===== config.mk =====
export PLATFORM = sky130hd
export DESIGN_NAME = pbus_endpoint
export DESIGN_NICKNAME = d
export VERILOG_FILES = /design/src/rtl/pbus_pkg.sv /design/src/rtl/pbus_framer.sv /design/src/rtl/pbus_lane_asm.sv /design/src/rtl/pbus_beat_tx.sv /design/src/rtl/pbus_endpoint.sv
export SDC_FILE = /design/constraint.sdc
export NUM_CORES = 1
export LEC_CHECK = 0
export ABC_AREA = 1
export CORE_UTILIZATION = 35
export DETAILED_ROUTE_END_ITERATION = 6
export HOLD_SLACK_MARGIN = 0.06
export SYNTH_ARGS = -nofsm -noshare
export SYNTH_HDL_FRONTEND = slang
export SYNTH_SLANG_ARGS = --single-unit
export TNS_END_PERCENT = 30

===== constraint.sdc =====
create_clock -name clk -period 1.9 [get_ports clk]
set_clock_uncertainty 0.15 [all_clocks]
set_input_delay 0.285 -clock clk [delete_from_list [all_inputs] [get_ports clk]]
set_output_delay 0.285 -clock clk [all_outputs]
set_load 0.005 [all_outputs]

===== src/rtl/pbus_pkg.sv =====
package pbus_pkg;
  localparam int ROW_LANE_W = 3;
  localparam int COL_LANE_W = 5;
  localparam int DAT_LANE_W = 16;
  localparam int PKT_BEATS  = 8;
  localparam int ADDR_BEATS = 4;
endpackage


===== src/rtl/pbus_framer.sv =====
module pbus_framer #(
  parameter int BEATS = pbus_pkg::PKT_BEATS
) (
  input  logic                       clk,
  input  logic                       rst,
  input  logic                       pkt_start,
  output logic                       beat_en,
  output logic [$clog2(BEATS)-1:0]   beat_idx,
  output logic                       pkt_done
);
  localparam int IDX_W = $clog2(BEATS);
  localparam logic [IDX_W-1:0] LAST_IDX = IDX_W'(BEATS - 1);

  logic [IDX_W-1:0] cnt_q;
  logic             busy_q;

  // A start always wins: it is beat 0 of a fresh frame.
  always_comb begin
    beat_en  = pkt_start | busy_q;
    beat_idx = pkt_start ? '0 : cnt_q;
    pkt_done = busy_q & ~pkt_start & (cnt_q == LAST_IDX);
  end

  always_ff @(posedge clk) begin
    if (rst) begin
      cnt_q  <= '0;
      busy_q <= 1'b0;
    end else if (pkt_start) begin
      cnt_q  <= IDX_W'(1);
      busy_q <= 1'b1;
    end else if (busy_q) begin
      if (cnt_q == LAST_IDX) begin
        cnt_q  <= '0;
        busy_q <= 1'b0;
      end else begin
        cnt_q <= cnt_q + IDX_W'(1);
      end
    end
  end
endmodule


===== src/rtl/pbus_lane_asm.sv =====
module pbus_lane_asm #(
  parameter int LANE_W    = pbus_pkg::DAT_LANE_W,
  parameter int CAP_BEATS = pbus_pkg::PKT_BEATS,
  parameter int BEATS     = pbus_pkg::PKT_BEATS
) (
  input  logic                          clk,
  input  logic                          rst,
  input  logic [LANE_W-1:0]             lane,
  input  logic                          beat_en,
  input  logic [$clog2(BEATS)-1:0]      beat_idx,
  input  logic                          pkt_done,
  output logic [LANE_W*CAP_BEATS-1:0]   pkt,
  output logic                          pkt_vld
);
  localparam int IDX_W = $clog2(BEATS);
  localparam int PKT_W = LANE_W * CAP_BEATS;

  logic [PKT_W-1:0] slot_q;
  logic [PKT_W-1:0] slot_d;

  // One slot per captured beat; beats past CAP_BEATS match no slot.
  for (genvar g = 0; g < CAP_BEATS; g++) begin : g_slot
    always_comb begin
      if (beat_en && (beat_idx == IDX_W'(g)))
        slot_d[g*LANE_W +: LANE_W] = lane;
      else
        slot_d[g*LANE_W +: LANE_W] = slot_q[g*LANE_W +: LANE_W];
    end
  end

  always_ff @(posedge clk) begin
    if (rst) begin
      slot_q  <= '0;
      pkt     <= '0;
      pkt_vld <= 1'b0;
    end else begin
      slot_q  <= slot_d;
      pkt_vld <= pkt_done;
      if (pkt_done) pkt <= slot_d;
    end
  end
endmodule


===== src/rtl/pbus_beat_tx.sv =====
module pbus_beat_tx #(
  parameter int LANE_W = pbus_pkg::DAT_LANE_W,
  parameter int BEATS  = pbus_pkg::PKT_BEATS
) (
  input  logic                      clk,
  input  logic                      rst,
  input  logic                      tx_load,
  input  logic [LANE_W*BEATS-1:0]   tx_word,
  output logic [LANE_W-1:0]         tx_lane,
  output logic                      tx_first,
  output logic                      tx_vld,
  output logic                      tx_rdy
);
  localparam int IDX_W  = $clog2(BEATS);
  localparam int WORD_W = LANE_W * BEATS;
  localparam logic [IDX_W-1:0] LAST_IDX = IDX_W'(BEATS - 1);

  logic [WORD_W-1:0] sh_q;
  logic [IDX_W-1:0]  rem_q;

  assign tx_rdy = (rem_q == '0);

  always_ff @(posedge clk) begin
    if (rst) begin
      sh_q     <= '0;
      rem_q    <= '0;
      tx_lane  <= '0;
      tx_first <= 1'b0;
      tx_vld   <= 1'b0;
    end else if (tx_load && tx_rdy) begin
      tx_lane  <= tx_word[LANE_W-1:0];
      sh_q     <= tx_word >> LANE_W;
      rem_q    <= LAST_IDX;
      tx_first <= 1'b1;
      tx_vld   <= 1'b1;
    end else if (rem_q != '0) begin
      tx_lane  <= sh_q[LANE_W-1:0];
      sh_q     <= sh_q >> LANE_W;
      rem_q    <= rem_q - IDX_W'(1);
      tx_first <= 1'b0;
    end else begin
      tx_first <= 1'b0;
      tx_vld   <= 1'b0;
    end
  end
endmodule


===== src/rtl/pbus_endpoint.sv =====
module pbus_endpoint #(
  parameter int ROW_LANE_W = pbus_pkg::ROW_LANE_W,
  parameter int COL_LANE_W = pbus_pkg::COL_LANE_W,
  parameter int DAT_LANE_W = pbus_pkg::DAT_LANE_W,
  parameter int PKT_BEATS  = pbus_pkg::PKT_BEATS,
  parameter int ADDR_BEATS = pbus_pkg::ADDR_BEATS,
  localparam int ROW_PKT_W = ROW_LANE_W * ADDR_BEATS,
  localparam int COL_PKT_W = COL_LANE_W * ADDR_BEATS,
  localparam int DAT_PKT_W = DAT_LANE_W * PKT_BEATS
) (
  input  logic                   clk,
  input  logic                   rst,
  input  logic                   pkt_start,
  input  logic [ROW_LANE_W-1:0]  row_lane,
  input  logic [COL_LANE_W-1:0]  col_lane,
  input  logic [DAT_LANE_W-1:0]  dat_lane,
  output logic [ROW_PKT_W-1:0]   row_pkt,
  output logic                   row_vld,
  output logic [COL_PKT_W-1:0]   col_pkt,
  output logic                   col_vld,
  output logic [DAT_PKT_W-1:0]   dat_pkt,
  output logic                   dat_vld,
  input  logic                   tx_load,
  input  logic [DAT_PKT_W-1:0]   tx_word,
  output logic [DAT_LANE_W-1:0]  tx_lane,
  output logic                   tx_first,
  output logic                   tx_vld,
  output logic                   tx_rdy
);
  localparam int IDX_W = $clog2(PKT_BEATS);

  logic             beat_en;
  logic [IDX_W-1:0] beat_idx;
  logic             pkt_done;

  pbus_framer #(.BEATS(PKT_BEATS)) framer_i (
    .clk(clk), .rst(rst), .pkt_start(pkt_start),
    .beat_en(beat_en), .beat_idx(beat_idx), .pkt_done(pkt_done)
  );

  pbus_lane_asm #(.LANE_W(ROW_LANE_W), .CAP_BEATS(ADDR_BEATS), .BEATS(PKT_BEATS)) row_asm_i (
    .clk(clk), .rst(rst), .lane(row_lane), .beat_en(beat_en), .beat_idx(beat_idx),
    .pkt_done(pkt_done), .pkt(row_pkt), .pkt_vld(row_vld)
  );

  pbus_lane_asm #(.LANE_W(COL_LANE_W), .CAP_BEATS(ADDR_BEATS), .BEATS(PKT_BEATS)) col_asm_i (
    .clk(clk), .rst(rst), .lane(col_lane), .beat_en(beat_en), .beat_idx(beat_idx),
    .pkt_done(pkt_done), .pkt(col_pkt), .pkt_vld(col_vld)
  );

  pbus_lane_asm #(.LANE_W(DAT_LANE_W), .CAP_BEATS(PKT_BEATS), .BEATS(PKT_BEATS)) dat_asm_i (
    .clk(clk), .rst(rst), .lane(dat_lane), .beat_en(beat_en), .beat_idx(beat_idx),
    .pkt_done(pkt_done), .pkt(dat_pkt), .pkt_vld(dat_vld)
  );

  pbus_beat_tx #(.LANE_W(DAT_LANE_W), .BEATS(PKT_BEATS)) tx_i (
    .clk(clk), .rst(rst), .tx_load(tx_load), .tx_word(tx_word),
    .tx_lane(tx_lane), .tx_first(tx_first), .tx_vld(tx_vld), .tx_rdy(tx_rdy)
  );
endmodule


# ---- Word-level counts from Yosys, hierarchy flattened
# Cells that the tools add are included.
# Widths: inputs -> output; s select.
dict set report totals {
  out_inout_bits 182
  in_bits 156
  register_bits 458
}
dict set report classes {
  n_eq_ne 9
  muxes 32
  n_reduce_logical 15
  addsub 2
  bitwise_logic 4
}
# operator count
set op_table {}
lappend op_table {{$mux 112} 2}
lappend op_table {{$mux 16} 10}
lappend op_table {{$mux 3} 8}
lappend op_table {{$mux 5} 4}
lappend op_table {{$eq 3x3->1 const B} 5}
lappend op_table {{$logic_and 1x1->1} 9}
lappend op_table {{$mux 1} 8}
lappend op_table {{$eq 3x2->1 const B} 2}
lappend op_table {{$logic_not 3->1} 2}
lappend op_table {{$reduce_bool 2->1} 2}
lappend op_table {{$add 3x1->3 const B} 1}
lappend op_table {{$eq 3x1->1 const B} 1}
lappend op_table {{$reduce_bool 3->1} 1}
lappend op_table {{$sub 3x1->3 const B} 1}
lappend op_table {{$and 1x1->1} 2}
lappend op_table {{$ne 2x1->1 const B} 1}
lappend op_table {{$reduce_or 2->1} 1}
lappend op_table {{$not 1->1} 1}
lappend op_table {{$or 1x1->1} 1}

# ---- Longest topological paths before layout
# Gate-level depths: netlist of run 1.
dict set report logic_depth {
  ltp_word 4
  depth_mapped 10
  depth_no_buf 8
}

# ---- Cells and area by module
# A second synthesis of run 1 with hierarchy kept.
dict set report hier_totals {
  hier_cells 2838
  area_unflattened_um2 19383.6
}
# module seq_area_each_um2 n_inst cells_each area_each_um2
set by_module_without_submodules {}
lappend by_module_without_submodules {{pbus_lane_asm at dat_asm_i} 5144.9 1 1408 10040.9}
lappend by_module_without_submodules {pbus_beat_tx 2662.6 1 1027 6453.7}
lappend by_module_without_submodules {{pbus_lane_asm at col_asm_i} 820.8 1 228 1641.6}
lappend by_module_without_submodules {{pbus_lane_asm at row_asm_i} 500.5 1 143 1037.2}
lappend by_module_without_submodules {pbus_framer 80.1 1 32 210.2}

# ---- Worst setup path before layout of run 1
# No wires, ideal clock.
dict set report synth_path {
  path_type {reg2reg}
  from {register framer_i.cnt_q[0]}
  to {register dat_asm_i.pkt[16]}
  setup_time_ns 0.109
  stages_incl_launch_ff 10
  t_required_ns 1.641
  arrival_ns 1.590
  setup_slack_ns 0.051
  path_cell_list {dfxtp_1 > ha_1 > ha_1 > inv_1 > nor3_2 > buf_2 > clkbuf_1 > nand3_1 > nand2_1 > inv_1}
}
dict set report synth_between {
  elab_chain_cells 4
  elab_cells_between_ends 6
}
# item line
set synth_rtl {}
lappend synth_rtl {{start, declared} pbus_framer.sv:14} ;# logic [IDX_W-1:0] cnt_q;
lappend synth_rtl {{start signal, assigned} pbus_framer.sv:36} ;# cnt_q <= cnt_q + IDX_W'(1);
lappend synth_rtl {{$mux 3} pbus_framer.sv:20} ;# beat_idx = pkt_start ? '0 : cnt_q;
lappend synth_rtl {{$eq 3x1->1} pbus_lane_asm.sv:24} ;# if (beat_en && (beat_idx == IDX_W'(g)))
lappend synth_rtl {{$logic_and 1x1->1} pbus_lane_asm.sv:24}
lappend synth_rtl {{$mux 16} pbus_lane_asm.sv:24}
lappend synth_rtl {{end signal, assigned} pbus_lane_asm.sv:39} ;# if (pkt_done) pkt <= slot_d;
lappend synth_rtl {{end, declared} pbus_lane_asm.sv:12} ;# output logic [LANE_W*CAP_BEATS-1:0] pkt,
# Several ways; a longest one is shown, not always the timed one.
# A chain may end at the register's enable or synchronous reset.

# ---- Worst setup path after layout of run 1
dict set report layout_path {
  from {register framer_i.cnt_q[1]}
  to {register dat_asm_i.pkt[10]}
}
dict set report layout_between {
  elab_chain_cells 4
  elab_cells_between_ends 6
}
# item line
set layout_rtl {}
lappend layout_rtl {{$mux 3} pbus_framer.sv:20}
lappend layout_rtl {{$logic_not 3->1} pbus_lane_asm.sv:24}
lappend layout_rtl {{$logic_and 1x1->1} pbus_lane_asm.sv:24}
lappend layout_rtl {{$mux 16} pbus_lane_asm.sv:24}
# Several ways; a longest one is shown, not always the timed one.

==> metrics.md, run 1 <==
| Metric | Value |
|---|---|
| Core box area | approximately 50,000 sq um |
| Clock root buffer master | clkbuf_16 |
| FF-to-FF End | dat_asm_i.pkt[10]$_SDFFE_PP0P_ |
| Layout cell share with drive strength beyond 1 | ~11% |
| Cell taking the most area after synthesis | dfxtp_1 |
| Num rows | a little over 80 |
| First-pass GRT wire length | 88,300 microns |
| Fin. max-slew vios | 0 |
| Syn_area_per_cell | 7.20 sq um |
| Critical path type | reg -> reg |
| Routed via count | 17,400 |
| Failing checks | setup timing |
| Worst min-delay path category | in -> reg |
| Final setup TNS | -0.0225 ns |
| Commonest cells post-synth | 689 x nand2_1, 458 x dfxtp_1, 349 x nor2_1 |
| Starting Density | between 30% and 40% |
| RD Place Congestion | approximately 0.84 |
| Non-filler cells, final | between 3,000 and 4,000 |
| Final Total Pwr | around 24 mW |
| Crit end category | register |
| Worst Hold Launch | tx_word[63] |
| Post-DRT Antenna Nets | 0 |
| Static Leak | 10.7 nW |
| CTS sink count | 458 |
| Yosys top cell area share | just over 50% |
| Pre-CTS setup slack | -0.313 ns |
| Total grt overflow | 0 |
| Most used DFF post-synth | dfxtp_1 |
| Reg2reg start | framer_i.cnt_q[1]$_SDFFE_PP0P_ |
| Worst EP required | approximately 2.3 ns |
| Fin nets | approximately 3,000 |
| TritonCTS buffer count | 51 |
| Placed Cells incl. Taps | 3,400 |
| Final instance area | around 25,000 sq um |
| Clock transition at the registers of the reported paths | 0.06 ns |
| Hold path depth | 3 |
| Max Clk Rate | 520 MHz |
| Sequential fraction of the synthesis area | about half |
| Fin crit period | around 1.9 ns |
| Routed vias/inst | 4.93 |
| VDD IR max | 0.638 mV |
| CTS max path bufs | 3 |
| Hold_ws | approximately 0.13 ns |
| Reg2Reg Setup Slack | -0.02 ns |
| Placed Area | approximately 22,000 sq um |
| Multi-input logic area | ~7400 sq um |
| Critical Path Fanout Max | 9 |
| Port Buffer Count | ~340 |
| Chip width | 228 microns |
| Seq. cell area | between 9000 and 10,000 sq um |
| Layout area overhead | 39.7% |
| Most common cell in the netlist | nand2_1 |
| RSZ-0062 raised after global routing | yes |
| Async set-reset flop share out of synthesis | 0% |
| Die ar. | 51,900 sq um |
| Worst-Margin Slew | 0.676 ns |
| Die Y | 228 microns |
| Outcome | complete, but fails checks |
| Yosys warning count | 0 |
| Util after Layout | just under 50% |
| DRT Pass-1 Iters | 7 |
| #FFs+latches synth | ~460 |
| Number of global-route vias before repair | about 16,000 |
| CTS tree | built |
| Post-Route WL | roughly 59,000 microns |
| Endpoint, Worst Hold | tx_i.sh_q[47]$_SDFFE_PP0P_ |
| Synthesized net count | roughly 2,600 |
| Setup violators final | 1 |
| Mapped cell area | 17,800 sq um |
| Global Route Usage Sum | between 20% and 30% |
| DR DRC count | 0 |
| Max_slew headroom | a little over half |
| Clock Latency Late Sink | ~0.59 ns |
| Final Hold Viols | 0 |
| Largest net degree at the start of global routing | 147 |
| First DRT Iteration DRCs | about 1,400 |
| WP data arrival | 2.30 ns |
| Final Worst Setup Slack | -0.0225 ns |
| Netlist cell types | 24 |
| Fillers | about 4,900 |
| Initial antenna violation count | 3 |
| Cells on worst reg2reg path | 11 |
| Synth top area cells | dfxtp_1 51%, nand2_1 14%, nand3_1 8.2% |
| I/O Pins | around 340 |
| DP Wirelength | 38,000 microns |
| CP Launch Type | register |
| Max-cap violation count | 0 |
| DR WL/cell | ~17 microns |
| Period utilisation layout | 101% |
| Power Dens Cells | approximately 970 nW/um^2 |
| H-Tree Depth | 2 |
| Post-synthesis cell count | between 2,000 and 2,500 |
| Post-synth EDFFs | 0 |
per-layer routing:
layer | wire, microns | up-vias | share of wire [%] | GRT usage [%]
li1 | - | 8591 | - | -
met5 | 0 | - | 0 | 0
met3 | 3290 | 110 | 5.5 | 3.04
met1 | 26700 | 8114 | 45 | 28.6
met4 | 2090 | 0 | 3.5 | 8.89
met2 | 27200 | 556 | 46 | 34.0
power by group:
group	leakage, nW	internal, mW	switching (mW)
logic	6.12	1.37	2.13
clock network	0.860	6.13	4.05
registers	3.75	10.2	0.304
layout by cell type (no fill, tap or decap), types with 2 or more instances in the layout:
| cell | instances |
|---|---|
| bufinv_16 | 4 |
| buf_6 | 11 |
| clkdlybuf4s50_1 | 203 |
| dlygate4sd2_1 | 119 |
| nor2_1 | 333 |
| nand2_1 | 687 |
| o21ai_1 | 14 |
| dfxtp_1 | 377 |
| inv_1 | 173 |
| clkbuf_16 | 68 |
| dfxtp_2 | 76 |
| clkbuf_1 | 13 |
| nor2_4 | 5 |
| a21oi_1 | 166 |
| nand3_2 | 9 |
| buf_8 | 3 |
| o21ai_0 | 13 |
| dlymetal6s2s_1 | 13 |
| clkinvlp_4 | 2 |
| a31oi_1 | 107 |
| diode_2 | 3 |
| clkinv_2 | 9 |
| inv_2 | 6 |
| nor2_2 | 12 |
| ha_4 | 2 |
| buf_12 | 28 |
| a22oi_1 | 16 |
| clkbuf_8 | 14 |
| nand3_1 | 283 |
| dfxtp_4 | 5 |
| buf_16 | 6 |
| buf_4 | 60 |
worst max path at each step:
stage | start | endpoint | slack, ns
2_1_floorplan | framer_i.cnt_q[0]$_SDFFE_PP0P_ | dat_asm_i.pkt[16]$_SDFFE_PP0P_ | 0.05
3_3_place_gp | pkt_start | dat_asm_i.pkt[77]$_SDFFE_PP0P_ | -0.25
3_5_place_dp | pkt_start | dat_asm_i.pkt[58]$_SDFFE_PP0P_ | -0.31
4_1_cts | tx_i.rem_q[0]$_SDFFE_PP0P_ | tx_rdy | -0.03
5_1_grt | framer_i.cnt_q[1]$_SDFFE_PP0P_ | dat_asm_i.pkt[27]$_SDFFE_PP0P_ | -0.07
6_report | framer_i.cnt_q[1]$_SDFFE_PP0P_ | dat_asm_i.pkt[10]$_SDFFE_PP0P_ | -0.02
cell type report:
type	instances	area share [%]
antenna	3	0.0301
clock buffer	79	6.19
clock inverter	17	0.824
inverter	180	2.71
multi-input combinational	1656	29.6
sequential	458	37.3
tap	672	3.37
timing repair buffer	460	20.0
sequential cells by signal, summed over array words and instances (netlist names):
name,flops
col_asm_i.slot_q,20
tx_i.tx_first,1
dat_asm_i.pkt,128
framer_i.busy_q,1
tx_i.rem_q,3
tx_i.tx_lane,16
dat_asm_i.slot_q,128
row_asm_i.pkt,12
framer_i.cnt_q,3
tx_i.sh_q,112
col_asm_i.pkt,20
row_asm_i.slot_q,12
dat_asm_i.pkt_vld,1
tx_i.tx_vld,1
cell families after synthesis:
kind of cell | Yosys count | share of synthesized area [%]
buf+inv | 365 | 8.18
flops | 458 | 51.4
compound gates | 318 | 9.91
simple gates | 1333 | 30.2
xor+xnor | 1 | 0.0491
fa+ha+maj | 4 | 0.281
critical path, cell delays in order (launching register included):
cell	delay, ns
dfxtp_2	0.36
ha_4	0.15
ha_4	0.12
inv_2	0.04
nor3_4	0.22
buf_6	0.19
clkbuf_16	0.17
clkbuf_16	0.16
nor2_1	0.05
nor2_1	0.09
nand2_1	0.09
inv_1	0.07
timing repair:
item                                    CTS  global route
resized for setup                       203            74
cloned                                    0            17
pin swaps                                 1            18
hold buffers                              1             0
hold endpoints to repair                 32             0
endpoints found under the setup margin  141           237
buffers inserted                          2             6
Power figures use the tool's default switching activity.
==> run 2, diff against run 1 <==
--- a/config.mk
+++ b/config.mk
@@ -9,6 +9,7 @@
 export CORE_UTILIZATION = 35
 export DETAILED_ROUTE_END_ITERATION = 6
 export HOLD_SLACK_MARGIN = 0.06
+export SLEW_MARGIN = 10
 export SYNTH_ARGS = -nofsm -noshare
 export SYNTH_HDL_FRONTEND = slang
 export SYNTH_SLANG_ARGS = --single-unit
==> constraint.sdc (replaced) <==
create_clock -name clk -period 2 [get_ports clk]
set_clock_uncertainty 0.15 [all_clocks]
set_input_delay 0.3 -clock clk [delete_from_list [all_inputs] [get_ports clk]]
set_output_delay 0.3 -clock clk [all_outputs]
set_load 0.005 [all_outputs]
==> metrics.md, run 2 (synthesized netlist as in run 1, its figures left out) <==
| Metric | Value |
|---|---|
| Layout cell share with drive strength beyond 1 | 7.58% (-3.9 points) |
| Die ar. | 51,900 sq um (unchanged) |
| Crit end category | primary output |
| Stages on the worst setup path | 1 (-10) |
| CP max stage cell | clkdlybuf4s50_1 |
| Post-Route WL | 57,100 microns (-3.7%) |
| Num rows | 82 (unchanged) |
| Clock share of power | 41.4% (-0.7 points) |
| Core box area | 50,200 sq um (unchanged) |
| Hold_ws | 0.124 ns (-0.00184 ns) |
| Net Switching | 6.06 mW (-6.5%) |
| Worst Hold Launch | tx_word[52] |
| Die Y | 228 microns (unchanged) |
| H-Tree Depth | 2 (unchanged) |
| Placed Area | 22,500 sq um (unchanged) |
| Worst min-delay path category | in -> reg |
| Routed vias/inst | 4.89 (-0.86%) |
| Worst-Margin Slew | 0.561 ns (-0.115 ns) |
| VDD IR max | 0.589 mV (-7.7%) |
| Clock root buffer master | clkbuf_16 |
| Total grt overflow | 0 (unchanged) |
| Most common cell after layout, fill and taps aside | nand2_1 |
| Initial antenna violation count | 4 (+1) |
| Switching Share | 26.8% (about the same) |
| Final instance area | 24,200 sq um (-2.8%) |
| Worst Setup EP | dat_pkt[105] |
| Met2 WL post-DR | 25,900 microns (-4.5%) |
| CTS tree | built |
| Sequential Power Share | 44.1% (+0.7 points) |
| Period utilisation layout | 98.0% |
| CP Launch Type | register |
| Worst EP required | 1.55 ns (-0.73 ns) |
| Static Leak | 9.68 nW (-9.8%) |
| Part of the power in combinational logic | 14.5% (about the same) |
| First-pass GRT wire length | 89,300 microns (+1.2%) |
| Number of global-route vias before repair | 16,100 (+1.2%) |
| RSZ-0062 raised after global routing | yes |
| Slowest stage delay, CP | 0.53 ns (+0.17 ns) |
| Port Buffer Count | 337 (unchanged) |
| WP buf/inv | 1 (-4) |
| DP Wirelength | 38,400 microns (+1.0%) |
| Met3 WL | 3330 microns (+1.2%) |
| Final Hold Viols | 0 (unchanged) |
| Commonest non-fill, non-tap cells in the layout | 688 x nand2_1, 439 x dfxtp_1, 343 x nor2_1, 327 x clkdlybuf4s50_1, 291 x nand3_1 |
| M1 WL | 25,700 microns (-3.9%) |
| DRT Pass-1 Iters | 5 (-2) |
| Placed Cells incl. Taps | 3,400 (unchanged) |
| Reg2reg start | framer_i.cnt_q[1]$_SDFFE_PP0P_ |
| Final Total Pwr | 22.6 mW (-6.5%) |
| Starting Density | 35.6% (unchanged) |
| Clock Latency Late Sink | 0.59 ns (about the same) |
| Non-filler cells, final | 3,498 (-0.77%) |
| Crit path from | dat_asm_i.pkt[105]$_SDFFE_PP0P_ |
| Routed via count | 17,100 (-1.6%) |
| I/O Pins | 338 (unchanged) |
| Fin nets | 2,942 (-0.84%) |
| Util after Layout | 48.3% (-1.4 points) |
| Fin. max-slew vios | 0 (unchanged) |
| CP top delay family | buffers and inverters |
| FF-to-FF End | dat_asm_i.pkt[98]$_SDFFE_PP0P_ |
| Setup violators final | 0 (-1) |
| Max_slew headroom | 62.6% (+7.7 points) |
| TritonCTS buffer count | 50 (-2.0%) |
| Top sig layer | met4 |
| Clock transition at the registers of the reported paths | 0.06 ns (about the same) |
| WP data arrival | 1.51 ns (-0.79 ns) |
| Crit-path cells | clkdlybuf4s50_1 |
| Reg2Reg Setup Slack | 0.10 ns (+0.12 ns) |
| DR DRC count | 0 (unchanged) |
| Top flop regs | dat_asm_i.pkt (128), dat_asm_i.slot_q (128), tx_i.sh_q (112) |
| First DRT Iteration DRCs | 1,086 (-23%) |
| Largest net degree at the start of global routing | 92 (-37%) |
| Max-cap violation count | 0 (unchanged) |
| Critical path type | reg -> out |
| Fin crit period | 1.96 ns |
| CTS max path bufs | 3 (unchanged) |
| RD Place Congestion | 0.817 (-3.1%) |
| CTS sink count | 458 (unchanged) |
| Post-DRT Antenna Nets | 0 (unchanged) |
| Chip width | 228 microns (unchanged) |
| Global Route Usage Sum | 21.5% (+0.25 points) |
| Power Dens Cells | 933 nW/um^2 (-3.8%) |
| Outcome | complete, no violations |
| Critical Path Fanout Max | 2 (-7) |
| Layout area overhead | 35.7% |
| Cells on worst reg2reg path | 9 (-2) |
| Max Clk Rate | 510 MHz |
| Internal power | 16.5 mW (-6.5%) |
| DR WL/cell | 16.3 microns (-2.9%) |
==> run 2: cell types whose count changed in the layout (fill, tap and decap cells not counted), moves of 7 or more <==
cell,before,now
dfxtp_2,76,19
nor2_2,12,2
nor2_1,333,343
dlygate4sd2_1,119,4
nand3_1,283,291
dlymetal6s2s_1,13,4
o21ai_1,14,7
nand3_2,9,1
o21ai_0,13,20
buf_6,11,0
clkbuf_16,68,51
dfxtp_1,377,439
clkdlybuf4s50_1,203,327
==> run 2: layout make-up <==
type | instances | area [sq um]
Tap cell | 672 | 841
Timing Repair Buffer | 436 | 4540
Clock buffer | 76 | 1500
Multi-Input combinational cell | 1656 | 7280
Clock inverter | 16 | 169
Fill cell | 4852 | 26000
Antenna cell | 4 | 10.0
Sequential cell | 458 | 9190
Inverter | 180 | 676
==> run 2: per-layer routing <==
metal / up-vias / track usage [%]
met4: 0 / 9.57
met2: 497 / 34.2
li1: 8546 / -
met1: 7945 / 28.7
met5: - / 0
met3: 102 / 3.39
==> run 2: how the worst min path moves through the flow <==
stage,depth (start not counted),end
after floorplan,2,tx_i.sh_q[100]$_SDFFE_PP0P_
after global placement,2,dat_asm_i.slot_q[107]$_SDFF_PP0_
after detailed placement,2,dat_asm_i.slot_q[123]$_SDFF_PP0_
after CTS,3,tx_i.sh_q[36]$_SDFFE_PP0P_
after global routing,3,tx_i.sh_q[21]$_SDFFE_PP0P_
final,3,tx_i.sh_q[36]$_SDFFE_PP0P_
==> run 2: through the flow <==
step,setup TNS [ns],setup WS (ns)
final,0,0.0392
after global routing,-0.0500,-0.0270
after CTS,0,0.00245
after detailed placement,-9.17,-0.109
after global placement,-2.71,-0.0705
after floorplan,0,0.151
==> run 2: power by group through the flow <==
stage	logic [mW]	registers, mW	clock network, mW
finish	3.29	9.96	9.34
detailed placement	3.28	10.1	0
CTS	3.31	9.95	9.55
global placement	3.24	10.1	0
floorplan	1.83	10.1	0
global route	3.61	10.0	9.93
==> run 2: repair_timing <==
item | CTS | global route
buffers inserted | 1 | 0
gates resized for setup | 21 | 13
pin swaps | 1 | 0
hold buffers | 1 | 0
hold endpoints to repair | 33 | 0
endpoints found under the setup margin | 19 | 15
==> run 3, diff against run 2 <==
--- a/config.mk
+++ b/config.mk
@@ -6,6 +6,7 @@
 export NUM_CORES = 1
 export LEC_CHECK = 0
 export ABC_AREA = 1
+export CORE_MARGIN = 2
 export CORE_UTILIZATION = 35
 export DETAILED_ROUTE_END_ITERATION = 6
 export HOLD_SLACK_MARGIN = 0.06
==> metrics.md, run 3 (synthesized netlist as in run 1, its figures left out) <==
| Metric | Value |
|---|---|
| H-Tree Depth | 2 (unchanged) |
| TritonCTS buffer count | 52 (+4.0%) |
| Routed vias/inst | 4.88 (about the same) |
| Multi-input logic area | 7280 sq um (unchanged) |
| Seq. cell area | 9190 sq um (unchanged) |
| Commonest non-fill, non-tap cells in the layout | 688 x nand2_1, 439 x dfxtp_1, 343 x nor2_1, 324 x clkdlybuf4s50_1, 291 x nand3_1 |
| Worst EP required | 1.55 ns (about the same) |
| Fillers | 4,928 (+1.6%) |
| Die Y | 230 microns (+0.88%) |
| Setup violators final | 0 (unchanged) |
| DR WL/cell | 16.3 microns (-0.29%) |
| Core box area | 50,300 sq um (+0.20%) |
| Layout cell share with drive strength beyond 1 | 7.88% (+0.29 points) |
| Total grt overflow | 0 (unchanged) |
| Layout area overhead | 36.7% |
| Starting Density | 35.5% (-0.073 points) |
| Fin nets | 2,950 (+0.27%) |
| Worst-Margin Slew | 0.562 ns (+0.00141 ns) |
| Reg2reg start | framer_i.cnt_q[2]$_SDFFE_PP0P_ |
| Final Total Pwr | 23.4 mW (+3.7%) |
| Global Route Usage Sum | 21.0% (-0.46 points) |
| Port Buffer Count | 337 (unchanged) |
| DR DRC count | 0 (unchanged) |
| Slowest stage delay, CP | 0.55 ns (+0.02 ns) |
| WP buf/inv | 1 (unchanged) |
| DP Wirelength | 38,600 microns (+0.59%) |
| CP max stage cell | clkdlybuf4s50_1 |
| CTS tree | built |
| Critical path type | reg -> out |
| Worst Hold Launch | tx_word[38] |
| Fin. max-slew vios | 0 (unchanged) |
| Final Hold Viols | 0 (unchanged) |
| RD Place Congestion | 0.824 (+0.83%) |
| Final instance area | 24,400 sq um (+0.74%) |
| Most common cell after layout, fill and taps aside | nand2_1 |
| Largest net degree at the start of global routing | 121 (+32%) |
| Worst min-delay path category | in -> reg |
| Max Clk Rate | 510 MHz (about the same) |
| Die ar. | 52,800 sq um (+1.8%) |
| I/O Pins | 338 (unchanged) |
| CP Launch Type | register |
| Placed Area | 22,500 sq um (+0.26%) |
| Crit end category | primary output |
| Top flop regs | dat_asm_i.pkt (128), dat_asm_i.slot_q (128), tx_i.sh_q (112) |
| Max-cap violation count | 0 (unchanged) |
| Clock Latency Late Sink | 0.59 ns (about the same) |
| CTS max path bufs | 3 (unchanged) |
| Number of global-route vias before repair | 16,300 (+0.94%) |
| Outcome | complete, no violations |
| Period utilisation layout | 98.0% (about the same) |
| Initial antenna violation count | 2 (-2) |
| Post-Route WL | 57,000 microns (about the same) |
| Power Dens Cells | 960 nW/um^2 (+2.9%) |
| Static Leak | 9.76 nW (+0.85%) |
| WP data arrival | 1.51 ns (about the same) |
| Clock root buffer master | clkbuf_16 |
| Post-DRT Antenna Nets | 0 (unchanged) |
| Final setup TNS | 0 ns (unchanged) |
| Num rows | 82 (unchanged) |
| Max_slew headroom | 62.5% (-0.094 points) |
| DRT Pass-1 Iters | 5 (unchanged) |
| VDD IR max | 0.750 mV (+27%) |
| RSZ-0062 raised after global routing | no |
| Critical Path Fanout Max | 2 (unchanged) |
| Crit path from | dat_asm_i.pkt[78]$_SDFFE_PP0P_ |
| CP top delay family | buffers and inverters |
| Crit-path cells | clkdlybuf4s50_1 |
| Chip width | 230 microns (+0.88%) |
| First-pass GRT wire length | 89,200 microns (-0.10%) |
| Routed via count | 17,100 (+0.16%) |
| First DRT Iteration DRCs | 1,338 (+23%) |
| CTS sink count | 458 (unchanged) |
| Clock transition at the registers of the reported paths | 0.06 ns (about the same) |
| Fin crit period | 1.96 ns (-0.000764 ns) |
-- run 3: cell types whose count changed in the layout (fill, tap and decap cells not counted), moves of 3 or more --
| cell | delta |
|---|---|
| clkdlybuf4s50_1 | -3 |
| dlymetal6s2s_1 | -3 |
| buf_4 | +5 |
| dlygate4sd2_1 | +6 |
| bufinv_16 | +4 |
| clkinvlp_4 | -3 |
-- run 3: where the power goes --
part | switching [mW] | total [mW] | internal (mW) | leakage, nW
Sequential | 0.284 | 9.96 | 9.67 | 3.72
Combinational | 2.02 | 3.40 | 1.38 | 5.15
Clock | 3.88 | 10.1 | 6.17 | 0.892
-- run 3: layout make-up --
type	instances	share of cell area, %
clock buffers	76	6.24
repair buffers	442	18.8
inverters	180	2.77
well taps	672	3.45
diodes	2	0.0205
flip-flops and latches	458	37.7
multi-input cells	1656	29.8
clock inverters	19	1.19
-- run 3: what timing repair did --
item,CTS,global route
endpoints found under the hold margin,6,0
endpoints found under the setup margin,29,5
resized for setup,32,5
setup buffers,1,0
hold buffers,1,0
pin swaps,1,0
-- run 3: routing by layer --
layer  share of wire, %  up-vias  wire length [microns]  global-route usage, %
met5                  0        -                      0                      0
met4                3.1        0                   1750                   7.70
met3                5.9       91                   3350                   3.22
met2                 47      512                  26900                   34.9
met1                 44     7978                  25000                   27.7
li1                   -     8537                      -                      -
-- run 3: metrics by stage --
| step | std cells | setup slack (ns) | util (%) | hold WS, ns |
|---|---|---|---|---|
| floorplan | 2479 | 0.151 | - | 0.294 |
| global placement | 3406 | -0.0978 | 44.8 | 0.304 |
| detailed placement | 3406 | -0.139 | 44.8 | 0.309 |
| CTS | 3503 | 0.00131 | 48.5 | 0.0901 |
| global route | 3505 | 0.000490 | 48.5 | 0.115 |
| finish | 3505 | 0.0400 | 48.5 | 0.128 |
-- run 3: path summary, 6_finish.rpt --
check | cells past startpoint | to | slack (ns)
setup / recovery | 1 | dat_pkt[78] | 0.04
hold / removal | 3 | tx_i.sh_q[22]$_SDFFE_PP0P_ | 0.13
setup reg to reg | 8 | dat_asm_i.pkt[57]$_SDFFE_PP0P_ | 0.16
hold reg to reg | 2 | dat_asm_i.slot_q[87]$_SDFF_PP0_ | 0.32
